===== src/rtl/i3c_ccc_pkg.sv =====
package i3c_ccc_pkg;

    localparam int ADDR_W = 7;
    localparam int BYTE_W = 8;
    localparam int IDX_W  = 3;
    localparam int PID_W  = 48;

    localparam int EVB_INT = 0;
    localparam int EVB_CR  = 1;
    localparam int EVB_HJ  = 3;

    localparam logic [ADDR_W-1:0] BCAST_ADDR      = 7'h7E;
    localparam logic [ADDR_W-1:0] RESTRICTED_ADDR = 7'h5E;

    localparam logic [BYTE_W-1:0] BCR_BYTE    = 8'h03;
    localparam logic [BYTE_W-1:0] DCR_BYTE    = 8'h63;
    localparam logic [BYTE_W-1:0] STATUS_BYTE = 8'h00;

    typedef enum logic [3:0] {
        CK_NONE, CK_ENEC_B, CK_RSTDAA, CK_ENTDAA,
        CK_ENEC_D, CK_DISEC_D, CK_SETDASA, CK_SETNEWDA,
        CK_GETPID, CK_GETBCR, CK_GETDCR, CK_GETSTATUS, CK_RSTACT
    } ccc_e;

    typedef enum logic [2:0] {
        PH_IDLE, PH_ADDR, PH_CODE, PH_BDATA,
        PH_DIR, PH_DADDR, PH_SELW, PH_SELR
    } phase_e;

    typedef enum logic [1:0] {EV_NOP, EV_SET, EV_CLR} ev_op_e;

    typedef struct packed {
        logic hj;
        logic cr;
        logic intr;
    } ev_mask_t;

    typedef struct packed {
        logic              valid;
        logic [ADDR_W-1:0] addr;
    } dyn_addr_t;

    function automatic ccc_e decode_ccc(input logic [BYTE_W-1:0] code);
        case (code)
            8'h00:   return CK_ENEC_B;
            8'h06:   return CK_RSTDAA;
            8'h07:   return CK_ENTDAA;
            8'h80:   return CK_ENEC_D;
            8'h81:   return CK_DISEC_D;
            8'h87:   return CK_SETDASA;
            8'h88:   return CK_SETNEWDA;
            8'h8D:   return CK_GETPID;
            8'h8E:   return CK_GETBCR;
            8'h8F:   return CK_GETDCR;
            8'h90:   return CK_GETSTATUS;
            8'h9A:   return CK_RSTACT;
            default: return CK_NONE;
        endcase
    endfunction

    function automatic logic is_get(input ccc_e k);
        return (k == CK_GETPID) || (k == CK_GETBCR) ||
               (k == CK_GETDCR) || (k == CK_GETSTATUS);
    endfunction

    function automatic logic is_direct(input ccc_e k);
        return is_get(k) || (k == CK_ENEC_D) || (k == CK_DISEC_D) ||
               (k == CK_SETDASA) || (k == CK_SETNEWDA) || (k == CK_RSTACT);
    endfunction

    function automatic logic [IDX_W-1:0] get_len(input ccc_e k);
        case (k)
            CK_GETPID:    return IDX_W'(PID_W / BYTE_W);
            CK_GETBCR:    return IDX_W'(1);
            CK_GETDCR:    return IDX_W'(1);
            CK_GETSTATUS: return IDX_W'(2);
            default:      return '0;
        endcase
    endfunction

endpackage


===== src/rtl/i3c_ccc_flags.sv =====
module i3c_ccc_flags
    import i3c_ccc_pkg::*;
(
    input  logic              clk,
    input  logic              rst,
    input  ev_op_e            ev_op,
    input  ev_mask_t          ev_mask,
    input  logic              da_load,
    input  logic [ADDR_W-1:0] da_new,
    input  logic              da_clear,
    output dyn_addr_t         da,
    output logic              int_en,
    output logic              cr_en,
    output logic              hj_en
);

    always_ff @(posedge clk) begin
        if (rst) begin
            da     <= '0;
            int_en <= 1'b1;
            cr_en  <= 1'b0;
            hj_en  <= 1'b0;
        end else begin
            if (da_clear)
                da.valid <= 1'b0;
            else if (da_load)
                da <= '{valid: 1'b1, addr: da_new};
            case (ev_op)
                EV_SET: begin
                    if (ev_mask.intr) int_en <= 1'b1;
                    if (ev_mask.cr)   cr_en  <= 1'b1;
                    if (ev_mask.hj)   hj_en  <= 1'b1;
                end
                EV_CLR: begin
                    if (ev_mask.intr) int_en <= 1'b0;
                    if (ev_mask.cr)   cr_en  <= 1'b0;
                    if (ev_mask.hj)   hj_en  <= 1'b0;
                end
                default: ;
            endcase
        end
    end

    AST_DA_LOAD_TAKES: assert property (@(posedge clk) disable iff (rst)
        (da_load && !da_clear) |=> (da.valid && da.addr == $past(da_new)));
    AST_DA_CLEAR_DROPS: assert property (@(posedge clk) disable iff (rst)
        da_clear |=> !da.valid);
    AST_EV_NOP_STABLE: assert property (@(posedge clk) disable iff (rst)
        (ev_op == EV_NOP) |=> ($stable(int_en) && $stable(cr_en) && $stable(hj_en)));

endmodule


===== src/rtl/i3c_ccc_getmux.sv =====
module i3c_ccc_getmux
    import i3c_ccc_pkg::*;
#(
    parameter logic [14:0] PID_MFG  = 15'h011B,
    parameter logic [15:0] PID_DEV  = 16'h00A5,
    parameter logic [3:0]  PID_INST = 4'h0
) (
    input  ccc_e              kind,
    input  logic [IDX_W-1:0]  idx,
    input  logic [ADDR_W-1:0] static_addr,
    output logic [BYTE_W-1:0] byte_out,
    output logic              last
);

    logic [PID_W-1:0]  pid;
    logic [PID_W-1:0]  pid_sh;
    logic [IDX_W-1:0]  len;
    logic              in_range;

    assign pid      = {PID_MFG, 1'b0, PID_DEV, PID_INST, 4'b0000, static_addr, 1'b0};
    assign pid_sh   = pid << {idx, 3'b000};
    assign len      = get_len(kind);
    assign in_range = (idx < len);
    assign last     = ({1'b0, idx} + (IDX_W+1)'(1)) >= {1'b0, len};

    always_comb begin
        byte_out = '0;
        if (in_range) begin
            case (kind)
                CK_GETPID:    byte_out = pid_sh[PID_W-1 -: BYTE_W];
                CK_GETBCR:    byte_out = BCR_BYTE;
                CK_GETDCR:    byte_out = DCR_BYTE;
                CK_GETSTATUS: byte_out = STATUS_BYTE;
                default:      byte_out = '0;
            endcase
        end
    end

endmodule


===== src/rtl/i3c_ccc_responder.sv =====
module i3c_ccc_responder
    import i3c_ccc_pkg::*;
#(
    parameter logic [14:0] PID_MFG  = 15'h011B,
    parameter logic [15:0] PID_DEV  = 16'h00A5,
    parameter logic [3:0]  PID_INST = 4'h0
) (
    input  logic        clk,
    input  logic        rst,
    input  logic [6:0]  static_addr,
    input  logic        bus_start,
    input  logic        bus_stop,
    input  logic        addr_valid,
    input  logic [6:0]  addr_in,
    input  logic        addr_rnw,
    input  logic        rx_valid,
    input  logic [7:0]  rx_byte,
    input  logic        tx_req,
    output logic        ack_valid,
    output logic        ack,
    output logic        tx_valid,
    output logic [7:0]  tx_byte,
    output logic        tx_last,
    output logic        da_valid,
    output logic [6:0]  dyn_addr,
    output logic        int_en,
    output logic        cr_en,
    output logic        hj_en,
    output logic        daa_join
);

    phase_e           phase;
    ccc_e             ccc;
    logic [IDX_W-1:0] idx;
    dyn_addr_t        da;

    logic e_stop, e_start, e_addr, e_rx, e_tx;
    assign e_stop  = bus_stop;
    assign e_start = !bus_stop && bus_start;
    assign e_addr  = !bus_stop && !bus_start && addr_valid;
    assign e_rx    = !bus_stop && !bus_start && !addr_valid && rx_valid;
    assign e_tx    = !bus_stop && !bus_start && !addr_valid && !rx_valid && tx_req;

    ccc_e code_kind;
    logic is_bcast_w;
    logic hit;
    assign code_kind  = decode_ccc(rx_byte);
    assign is_bcast_w = (addr_in == BCAST_ADDR) && !addr_rnw;

    always_comb begin
        hit = 1'b0;
        if (ccc == CK_SETDASA)
            hit = !addr_rnw && !da.valid && (addr_in == static_addr) &&
                  (static_addr != RESTRICTED_ADDR);
        else if (is_get(ccc))
            hit = addr_rnw && da.valid && (addr_in == da.addr);
        else if (is_direct(ccc))
            hit = !addr_rnw && da.valid && (addr_in == da.addr);
    end

    ev_op_e           ev_op;
    ev_mask_t         ev_mask;
    logic             da_load;
    logic             da_clear;

    assign ev_mask = '{hj: rx_byte[EVB_HJ], cr: rx_byte[EVB_CR], intr: rx_byte[EVB_INT]};

    always_comb begin
        ev_op    = EV_NOP;
        da_load  = 1'b0;
        da_clear = 1'b0;
        if (e_rx) begin
            case (phase)
                PH_CODE:  da_clear = (code_kind == CK_RSTDAA);
                PH_BDATA: ev_op = EV_SET;
                PH_SELW: begin
                    case (ccc)
                        CK_ENEC_D:   ev_op   = EV_SET;
                        CK_DISEC_D:  ev_op   = EV_CLR;
                        CK_SETDASA,
                        CK_SETNEWDA: da_load = !rx_byte[0];
                        default: ;
                    endcase
                end
                default: ;
            endcase
        end
    end

    i3c_ccc_flags u_flags (
        .clk      (clk),
        .rst      (rst),
        .ev_op    (ev_op),
        .ev_mask  (ev_mask),
        .da_load  (da_load),
        .da_new   (rx_byte[BYTE_W-1:1]),
        .da_clear (da_clear),
        .da       (da),
        .int_en   (int_en),
        .cr_en    (cr_en),
        .hj_en    (hj_en)
    );

    logic [BYTE_W-1:0] mux_byte;
    logic              mux_last;

    i3c_ccc_getmux #(
        .PID_MFG  (PID_MFG),
        .PID_DEV  (PID_DEV),
        .PID_INST (PID_INST)
    ) u_getmux (
        .kind        (ccc),
        .idx         (idx),
        .static_addr (static_addr),
        .byte_out    (mux_byte),
        .last        (mux_last)
    );

    always_ff @(posedge clk) begin
        if (rst) begin
            phase     <= PH_IDLE;
            ccc       <= CK_NONE;
            idx       <= '0;
            ack_valid <= 1'b0;
            ack       <= 1'b0;
            tx_valid  <= 1'b0;
            tx_byte   <= '0;
            tx_last   <= 1'b0;
            daa_join  <= 1'b0;
        end else begin
            ack_valid <= 1'b0;
            ack       <= 1'b0;
            tx_valid  <= 1'b0;
            tx_byte   <= '0;
            tx_last   <= 1'b0;
            if (e_stop) begin
                phase    <= PH_IDLE;
                ccc      <= CK_NONE;
                daa_join <= 1'b0;
            end else if (e_start) begin
                if (phase inside {PH_DIR, PH_DADDR, PH_SELW, PH_SELR})
                    phase <= PH_DADDR;
                else
                    phase <= PH_ADDR;
            end else if (e_addr) begin
                if (phase == PH_ADDR) begin
                    ack_valid <= 1'b1;
                    ack       <= is_bcast_w;
                    phase     <= is_bcast_w ? PH_CODE : PH_IDLE;
                end else if (phase == PH_DADDR) begin
                    ack_valid <= 1'b1;
                    if (is_bcast_w) begin
                        ack   <= 1'b1;
                        phase <= PH_CODE;
                        ccc   <= CK_NONE;
                    end else if (hit) begin
                        ack   <= 1'b1;
                        phase <= is_get(ccc) ? PH_SELR : PH_SELW;
                        idx   <= '0;
                    end else begin
                        phase <= PH_DIR;
                    end
                end
            end else if (e_rx) begin
                case (phase)
                    PH_CODE: begin
                        ccc <= code_kind;
                        if (code_kind == CK_ENEC_B)
                            phase <= PH_BDATA;
                        else if (is_direct(code_kind))
                            phase <= PH_DIR;
                        else
                            phase <= PH_IDLE;
                        if (code_kind == CK_ENTDAA && !da.valid)
                            daa_join <= 1'b1;
                    end
                    PH_BDATA: phase <= PH_IDLE;
                    PH_SELW:  phase <= PH_DIR;
                    default: ;
                endcase
            end else if (e_tx && phase == PH_SELR) begin
                tx_valid <= 1'b1;
                tx_byte  <= mux_byte;
                tx_last  <= mux_last;
                if (idx != '1)
                    idx <= idx + 1'b1;
            end
        end
    end

    assign da_valid = da.valid;
    assign dyn_addr = da.addr;

    AST_ACK_AFTER_ADDR: assert property (@(posedge clk) disable iff (rst)
        ack_valid |-> $past(addr_valid));
    AST_TX_AFTER_REQ: assert property (@(posedge clk) disable iff (rst)
        tx_valid |-> $past(tx_req));
    AST_NO_RESTRICTED_DASA: assert property (@(posedge clk) disable iff (rst)
        (e_addr && phase == PH_DADDR && ccc == CK_SETDASA && !is_bcast_w &&
         static_addr == RESTRICTED_ADDR) |=> !ack);
    AST_JOIN_NEEDS_NO_DA: assert property (@(posedge clk) disable iff (rst)
        $rose(daa_join) |-> !da_valid);
    AST_STOP_DROPS_JOIN: assert property (@(posedge clk) disable iff (rst)
        bus_stop |=> !daa_join);
    AST_TX_ONLY_SELECTED: assert property (@(posedge clk) disable iff (rst)
        (tx_req && phase != PH_SELR) |=> !tx_valid);

endmodule


===== config.mk =====
export PLATFORM = sky130hd
export DESIGN_NAME = i3c_ccc_responder
export DESIGN_NICKNAME = d
export VERILOG_FILES = /design/src/rtl/i3c_ccc_pkg.sv /design/src/rtl/i3c_ccc_flags.sv /design/src/rtl/i3c_ccc_getmux.sv /design/src/rtl/i3c_ccc_responder.sv
export SDC_FILE = /design/constraint.sdc
export NUM_CORES = 1
export LEC_CHECK = 0
export ABC_AREA = 1
export BUFFER_PORTS_ARGS = -buffer_cell sky130_fd_sc_hd__buf_2
export CAP_MARGIN = 5
export CORE_UTILIZATION = 42
export CTS_CLUSTER_SIZE = 14
export DETAILED_ROUTE_END_ITERATION = 8
export PLACE_DENSITY = 0.67
export RECOVER_POWER = 25
export SKIP_CTS_REPAIR_TIMING = 1
export SLEW_MARGIN = 20
export SYNTH_ARGS = -nofsm -noshare
export SYNTH_HDL_FRONTEND = slang
export SYNTH_HIERARCHICAL = 1
export SYNTH_SLANG_ARGS = --single-unit

===== constraint.sdc =====
create_clock -name clk -period 1.8 [get_ports clk]
set_input_delay 0.27 -clock clk [delete_from_list [all_inputs] [get_ports clk]]
set_output_delay 0.27 -clock clk [all_outputs]
set_load 0.02 [all_outputs]

==> parameters.txt, run 1 <==
Parameter                              Value

Yosys
  Number of distinct library cell variants in the gate-level netlist after synthesis ... 34
  Post-synth top flop ... sky130_fd_sc_hd__dfxtp_1
  Sequential share of the synthesized area ... 27.0%
  Syn. warnings ... 6
  Number of storage elements in the synthesis netlist ... 34
  Count of mapped cells out of synthesis ... 402
  Cell area after synthesis ... 0.00252 mm²
  Post-synth EDFFs ... 0
  Average cell area after synthesis ... 6.27 µm²
  Fraction of synthesis flops using an asynchronous set or reset pin ... 0%
  Syn_nets ... 447

Route
  Wirelength per Cell ... 11.2 µm
  Final WL ... roughly 6200 µm
  Total iterations of the first detailed-routing run ... 4
  Average vias per placed instance ... 4.88
  Number of remaining DRC errors ... 0
  Iteration-0 DRC Markers ... just over 80
  Number of nets with antenna violations after detailed routing ... 0
  Total vias in the final route ... 2,715

CTS
  # H-tree levels ... 2
  Clock tree from TritonCTS ... built
  Number of sinks handled by clock tree synthesis ... 34
  CTS Buf Count ... 5
  Clk Tree Root Cell ... sky130_fd_sc_hd__clkbuf_8
  Source-to-sink clock delay at the later pin of the worst-skew pair ... 0.29 ns
  Maximum root-to-sink buffer count ... 2
  Clock input transition at the sequential cells of the worst setup and hold paths ... about 0.07 ns

Flow run
  Maxcap violations ... 0

Status
  Violated checks ... setup timing
  Run status ... finished with violations

Die
  # rows ... 27
  Count of boundary I/O pins ... 54
  Starting utilization of the core area ... 44.7%
  Chip Width ... between 70 and 80 µm
  Die boundary height ... 79.5 µm
  Placeable core region ... 0.00564 mm²
  Die area ... 0.00632 mm²

Placed design
  Post-DP HPWL ... 5050 µm
  Number of I/O port buffers ... 53
  Inst Count DP ... 547
  Post-Place Worst Slack ... -0.0628 ns
  Final GP Congestion ... 0.852
  Placed Area ... 0.00302 mm²

Critical path
  FF-to-FF setup slack ... -0.01 ns
  Element type at the critical path end ... register
  Worst-path fanout max ... 4
  CP most frequent cell ... sky130_fd_sc_hd__nor2_1
  CP startpoint kind ... register
  CP max-delay cell ... sky130_fd_sc_hd__dfxtp_2
  Arrival @ worst endpoint ... 2.01 ns
  Count of buffering cells on the critical path with inverters included ... 4
  Required time worst endpoint ... 1.99 ns
  Type of the worst setup path ... reg -> reg
  Highest cell delay on the worst timing path ... 0.34 ns
  Top cell family by delay on the critical path ... simple AND/OR/NAND/NOR gates
  Sequence of cells on the critical path ... inv_2 -> nor2_2 -> inv_2 -> nor2_4 -> nand3b_1 -> nor2_1 -> nor2_1 -> nor2_1 -> inv_1 -> ha_4 -> inv_4 -> a21oi_1 -> nor2_1

STA
  Worst Max-Slew Pin Slew ... 0.408 ns
  Final worst path period need ... ~1.8 ns
  Number of setup violations in the final report ... 3
  Max-Slew Margin vs Limit ... between 70 and 80%
  Final worst slack ... -0.0119 ns
  Maximum clock skew at final layout ... about 0.010 ns
  Number of slew-limit violations in the final report ... 0
  Final hold viol count ... 0
  Final period utilization ... 101%
  Achievable Freq ... roughly 0.55 GHz
  Setup repair after global routing missed its margin ... yes
  Sum of negative setup slack ... -0.0215 ns

Final layout
  Number of inserted diodes ... 0
  Layout area overhead ... 26.7%
  Final core utilization ... a little under three fifths
  Layout Cells excl Fill ... ~560
  Proportion of layout cells with a drive suffix above 1 ... between 20% and 30%
  Layout fillers ... 556
  Final #Nets ... between 500 and 600
  Post-route design area ... 0.00319 mm²

Power
  Peak supply drop ... 456 µV
  Static Leak ... 1.50 nW
  PwrDens ... 509 mW/mm²

GRT
  Number of antenna violations at the first check in global routing ... 0
  Wire length of the first global-routing pass ... 10,600 µm
  Grt ovf ... 0
  Total Routing Usage GR ... a little over a fifth
  Vias in the first global route ... 2,507
  Largest net degree at the start of global routing ... 11

Hold path
  Min-Delay Path Class ... in -> reg
## final timing paths
kind / start / endpoint / cells after the start
max: phase[1] / u_flags/hj_en / 13
min: rx_byte[6] / u_flags/da[5] / 3
max reg2reg: phase[1] / u_flags/hj_en / 13
min reg2reg: daa_join / daa_join / 1
## worst register-to-register path, stage by stage, from the launching register on
cell and delay (ns):
sky130_fd_sc_hd__dfxtp_2 0.34, sky130_fd_sc_hd__inv_2 0.04, sky130_fd_sc_hd__nor2_2 0.12, sky130_fd_sc_hd__inv_2 0.06, sky130_fd_sc_hd__nor2_4 0.12, sky130_fd_sc_hd__nand3b_1 0.11
sky130_fd_sc_hd__nor2_1 0.12, sky130_fd_sc_hd__nor2_1 0.05, sky130_fd_sc_hd__nor2_1 0.15, sky130_fd_sc_hd__inv_1 0.11, sky130_fd_sc_hd__ha_4 0.28, sky130_fd_sc_hd__inv_4 0.04
sky130_fd_sc_hd__a21oi_1 0.13, sky130_fd_sc_hd__nor2_1 0.05
## per-layer routing
layer,routed length (µm),track usage (%),part of all wire [%],vias up
li1,-,-,-,1444
met1,2760,25.4,44,1193
met2,3060,36.6,49,63
met3,257,4.11,4.1,15
met4,145,8.55,2.3,0
met5,0,0,0,-
## sequential cells by signal, summed over array words and instances (netlist names)
signal	flops
ack	1
tx_valid	1
tx_last	1
tx_byte	8
u_flags/hj_en	1
u_flags/da	8
ccc	4
phase	3
idx	3
u_flags/int_en	1
u_flags/cr_en	1
daa_join	1
ack_valid	1
## metrics by stage
stage	hold slack (ns)	power (W)
after floorplan	0.339	0.000858
after global placement	0.452	0.000945
after detailed placement	0.454	0.000947
after CTS	0.240	0.00164
after global routing	0.257	0.00170
final	0.250	0.00163
## cell type report
class                           count  area (µm²)  share of cell area [%]
Multi-Input combinational cell    294        1620                    50.6
Sequential cell                    34         687                    21.5
Timing Repair Buffer               75         418                    13.1
Inverter                           73         277                    8.66
Tap cell                           72        90.1                    2.82
Clock buffer                        7        76.3                    2.39
Clock inverter                      1        30.0                   0.940
## placed cells by master (no fill, tap or decap), types with 2 or more instances in the layout
| master | count |
|---|---|
| sky130_fd_sc_hd__o211ai_1 | 3 |
| sky130_fd_sc_hd__ha_1 | 13 |
| sky130_fd_sc_hd__o21ai_1 | 5 |
| sky130_fd_sc_hd__nor3_1 | 4 |
| sky130_fd_sc_hd__a21oi_1 | 15 |
| sky130_fd_sc_hd__dfxtp_1 | 29 |
| sky130_fd_sc_hd__nor2_2 | 5 |
| sky130_fd_sc_hd__dfxtp_2 | 5 |
| sky130_fd_sc_hd__nor3_4 | 2 |
| sky130_fd_sc_hd__nor4_2 | 2 |
| sky130_fd_sc_hd__buf_4 | 22 |
| sky130_fd_sc_hd__nand2_1 | 89 |
| sky130_fd_sc_hd__nor2_4 | 3 |
| sky130_fd_sc_hd__nand2_2 | 3 |
| sky130_fd_sc_hd__o21ai_0 | 17 |
| sky130_fd_sc_hd__buf_2 | 43 |
| sky130_fd_sc_hd__nor2_1 | 68 |
| sky130_fd_sc_hd__a21oi_2 | 3 |
| sky130_fd_sc_hd__nand2_4 | 2 |
| sky130_fd_sc_hd__inv_1 | 59 |
| sky130_fd_sc_hd__inv_2 | 12 |
| sky130_fd_sc_hd__nor3_2 | 5 |
| sky130_fd_sc_hd__nand3_1 | 22 |
| sky130_fd_sc_hd__xor2_1 | 2 |
| sky130_fd_sc_hd__xnor2_1 | 2 |
| sky130_fd_sc_hd__nand3_2 | 2 |
| sky130_fd_sc_hd__clkbuf_1 | 12 |
| sky130_fd_sc_hd__nand3b_1 | 2 |
| sky130_fd_sc_hd__nand4_1 | 14 |
| sky130_fd_sc_hd__clkbuf_8 | 5 |
## synthesized netlist by cell type (2+ instances only)
cell type,count,share of area (%)
sky130_fd_sc_hd__a21oi_1,17,3.4
sky130_fd_sc_hd__dfxtp_1,34,27
sky130_fd_sc_hd__ha_1,15,7.4
sky130_fd_sc_hd__inv_1,62,9.2
sky130_fd_sc_hd__inv_2,10,1.5
sky130_fd_sc_hd__nand2_1,89,13
sky130_fd_sc_hd__nand2_2,3,0.74
sky130_fd_sc_hd__nand2_4,2,0.89
sky130_fd_sc_hd__nand3_1,22,4.4
sky130_fd_sc_hd__nand3_2,2,0.79
sky130_fd_sc_hd__nand3b_1,2,0.60
sky130_fd_sc_hd__nand4_1,14,3.5
sky130_fd_sc_hd__nor2_1,71,11
sky130_fd_sc_hd__nor2_2,3,0.74
sky130_fd_sc_hd__nor2_4,2,0.89
sky130_fd_sc_hd__nor3_1,5,0.99
sky130_fd_sc_hd__nor3_2,4,1.6
sky130_fd_sc_hd__nor3_4,2,1.3
sky130_fd_sc_hd__nor4_1,3,0.74
sky130_fd_sc_hd__o211ai_1,3,0.89
sky130_fd_sc_hd__o21ai_0,20,4.0
sky130_fd_sc_hd__o21ai_1,2,0.40
sky130_fd_sc_hd__o21ai_2,2,0.69
sky130_fd_sc_hd__xnor2_1,2,0.69
sky130_fd_sc_hd__xor2_1,2,0.69
## logic make-up (layout without fill, tap and decap cells)
kind of cell,count (synthesis),count (layout),share of synthesized area (%)
simple gates,226,226,42.0
buf+inv,74,156,11.3
compound gates,49,49,10.8
flops,34,34,27.0
fa+ha+maj,15,15,7.44
xor+xnor,4,4,1.39
## where the power goes
part	total, W	internal [W]	switching [W]
Sequential	0.000754	0.000753	0.000000820
Clock	0.000694	0.000414	0.000279
Combinational	0.000178	0.0000666	0.000111
Note: power is estimated with default switching activity, not from simulation.
==> run 2, diff against run 1 <==
--- a/config.mk
+++ b/config.mk
@@ -11,7 +11,7 @@
 export CORE_UTILIZATION = 42
 export CTS_CLUSTER_SIZE = 14
 export DETAILED_ROUTE_END_ITERATION = 8
-export PLACE_DENSITY = 0.67
+export PLACE_DENSITY_LB_ADDON = 0.2
 export RECOVER_POWER = 25
 export SKIP_CTS_REPAIR_TIMING = 1
 export SLEW_MARGIN = 20
==> run 2 against run 1 <==
The run still ends with setup timing left; cell area fell by 0.51%; setup slack gained 0.0012 ns; utilization decreased by 0.29 points; clock-buffer cell count unchanged; final cell count is 0.54% higher; hold slack better by 0.012 ns; largest power group unchanged.
==> parameters.txt, run 2 (synthesis gave the netlist of run 1 again) <==
Parameter                              Value

Hold path
  Startpoint of the worst hold path ... rx_byte[7]
  Hold worst-path end ... u_flags/da[6]
  Min-Delay Path Class ... in -> reg
  Number of cells on the worst hold path ... 3

Die
  Chip Width ... between 70 and 80 µm
  Placeable core region ... 0.00564 mm²
  Die boundary height ... roughly 79 µm
  Die area ... 0.00632 mm²
  # rows ... 27
  Starting utilization of the core area ... 44.7%
  Count of boundary I/O pins ... 54

GRT
  Total Routing Usage GR ... a little over a fifth
  Wire length of the first global-routing pass ... 10,700 µm
  Largest net degree at the start of global routing ... 11
  Grt ovf ... 0
  Vias in the first global route ... between 2,000 and 2,500
  Number of antenna violations at the first check in global routing ... 0

CTS
  Clock tree from TritonCTS ... built
  Number of sinks handled by clock tree synthesis ... 34
  Maximum root-to-sink buffer count ... 2
  Source-to-sink clock delay at the later pin of the worst-skew pair ... 0.29 ns
  # H-tree levels ... 2
  Clock input transition at the sequential cells of the worst setup and hold paths ... 0.07 ns
  Clk Tree Root Cell ... sky130_fd_sc_hd__clkbuf_8
  CTS Buf Count ... 5

Critical path
  Type of the worst setup path ... reg -> reg
  FF-to-FF setup slack ... -0.01 ns
  Worst Reg-to-Reg Cells ... 14
  Required time worst endpoint ... around 2.0 ns
  Arrival @ worst endpoint ... approximately 2.0 ns
  Element type at the critical path end ... register
  Crit Reg-Reg Endpoint ... u_flags/hj_en
  Worst-path fanout max ... 4
  Reg-to-reg startpoint ... phase[1]
  CP startpoint kind ... register

Flow run
  Maxcap violations ... 0

Power
  Post-layout power ... 0.00153 W
  PwrDens ... between 400 and 500 mW/mm²
  Static Leak ... between 1.5 and 2 nW
  Peak supply drop ... about 290 µV

Route
  Total vias in the final route ... roughly 2,700
  Wirelength per Cell ... 11.4 µm
  Final WL ... 6370 µm
  Iteration-0 DRC Markers ... 106
  Number of nets with antenna violations after detailed routing ... 0
  Average vias per placed instance ... 4.86
  Total iterations of the first detailed-routing run ... 4
  Number of remaining DRC errors ... 0

Final layout
  Layout fillers ... 563
  Proportion of layout cells with a drive suffix above 1 ... 26.5%
  Leading cell type in the layout, fill and taps excluded ... sky130_fd_sc_hd__nand2_1
  Layout area overhead ... 26.0%
  Number of inserted diodes ... 0
  Final #Nets ... 531
  Registers with the highest flip-flop counts ... tx_byte (8), u_flags/da (8), ccc (4)
  Commonest cells after routing, fill and taps aside ... 89 x sky130_fd_sc_hd__nand2_1, 69 x sky130_fd_sc_hd__nor2_1, 60 x sky130_fd_sc_hd__inv_1, 53 x sky130_fd_sc_hd__buf_2, 31 x sky130_fd_sc_hd__dfxtp_1

STA
  Worst Max-Slew Pin Slew ... 0.342 ns
  Minimum hold slack ... 0.262 ns
  Setup repair after global routing missed its margin ... yes
  Sum of negative setup slack ... -0.0162 ns
  Final hold viol count ... 0
  Number of setup violations in the final report ... 2
  Final worst path period need ... 1.81 ns
  Achievable Freq ... roughly 0.55 GHz
  Number of slew-limit violations in the final report ... 0
  Max-Slew Margin vs Limit ... 77.0%
  Final period utilization ... 101%
  Final worst slack ... -0.0107 ns
  Maximum clock skew at final layout ... 0.00663 ns

Placed design
  Number of I/O port buffers ... 53
  Post-DP HPWL ... 5210 µm
  Final GP Congestion ... 0.910

Status
  Violated checks ... setup timing
  Run status ... finished with violations
[run 2: cell types whose count changed in the layout (fill, tap and decap cells not counted), moves of 2 or more]
| cell | delta |
|---|---|
| sky130_fd_sc_hd__buf_2 | +10 |
| sky130_fd_sc_hd__buf_4 | +3 |
| sky130_fd_sc_hd__clkbuf_1 | -11 |
| sky130_fd_sc_hd__dfxtp_1 | +2 |
| sky130_fd_sc_hd__dfxtp_2 | -2 |
[run 2: worst max-delay path by stage]
stage | depth (start not counted) | slack (ns) | endpoint | start
5_1_grt | 14 | -0.14 | u_flags/cr_en | phase[1]
6_report | 14 | -0.01 | u_flags/hj_en | phase[1]
2_1_floorplan | 14 | 0.02 | u_flags/cr_en | phase[1]
3_3_place_gp | 11 | -0.09 | u_flags/da[5] | bus_start
3_5_place_dp | 11 | -0.04 | u_flags/hj_en | bus_start
4_1_cts | 14 | -0.05 | u_flags/cr_en | phase[1]
[run 2: cell type report]
cell class	instances	area (µm²)	area share, %
clock buffer	7	86.3	2.72
sequential	34	684	21.5
inverter	73	274	8.63
tap	72	90.1	2.84
timing repair buffer	78	453	14.3
multi-input combinational	294	1580	49.9
clock inverter	1	5.00	0.158
[run 2: per-layer routing]
metal  global-route usage [%]  wire, µm  vias up
met1                     25.7      2910     1219
met4                     6.18        71        0
li1                         -         -     1445
met3                     4.23       196        8
met2                     38.2      3190       46
met5                        0         0        -
[run 2: where the power goes]
group / switching [W] / internal, W
clock: 0.000287 / 0.000309
combinational: 0.000113 / 0.0000642
sequential: 0.000000533 / 0.000753
[run 2: worst max-delay path: stages (launching register included)]
cell and delay, ns:
sky130_fd_sc_hd__dfxtp_2 0.34, sky130_fd_sc_hd__inv_2 0.04, sky130_fd_sc_hd__nor2_1 0.08, sky130_fd_sc_hd__inv_1 0.06
sky130_fd_sc_hd__nor2_2 0.13, sky130_fd_sc_hd__nand3b_1 0.11, sky130_fd_sc_hd__nor2_1 0.12, sky130_fd_sc_hd__nor2_1 0.05
sky130_fd_sc_hd__nor2_1 0.15, sky130_fd_sc_hd__inv_1 0.08, sky130_fd_sc_hd__ha_1 0.28, sky130_fd_sc_hd__inv_2 0.08
sky130_fd_sc_hd__nand4_1 0.09, sky130_fd_sc_hd__nand2_1 0.07, sky130_fd_sc_hd__nor2_1 0.04
[run 2: through the flow]
step	instance area, µm²	setup slack [ns]	instances	util, %
4_1_cts	3130	-0.0477	557	55.5
6_report	3180	-0.0107	559	56.3
3_5_place_dp	3040	-0.0439	549	53.8
3_3_place_gp	3040	-0.0873	549	53.8
2_1_floorplan	2520	0.0173	402	-
5_1_grt	3180	-0.144	559	56.3
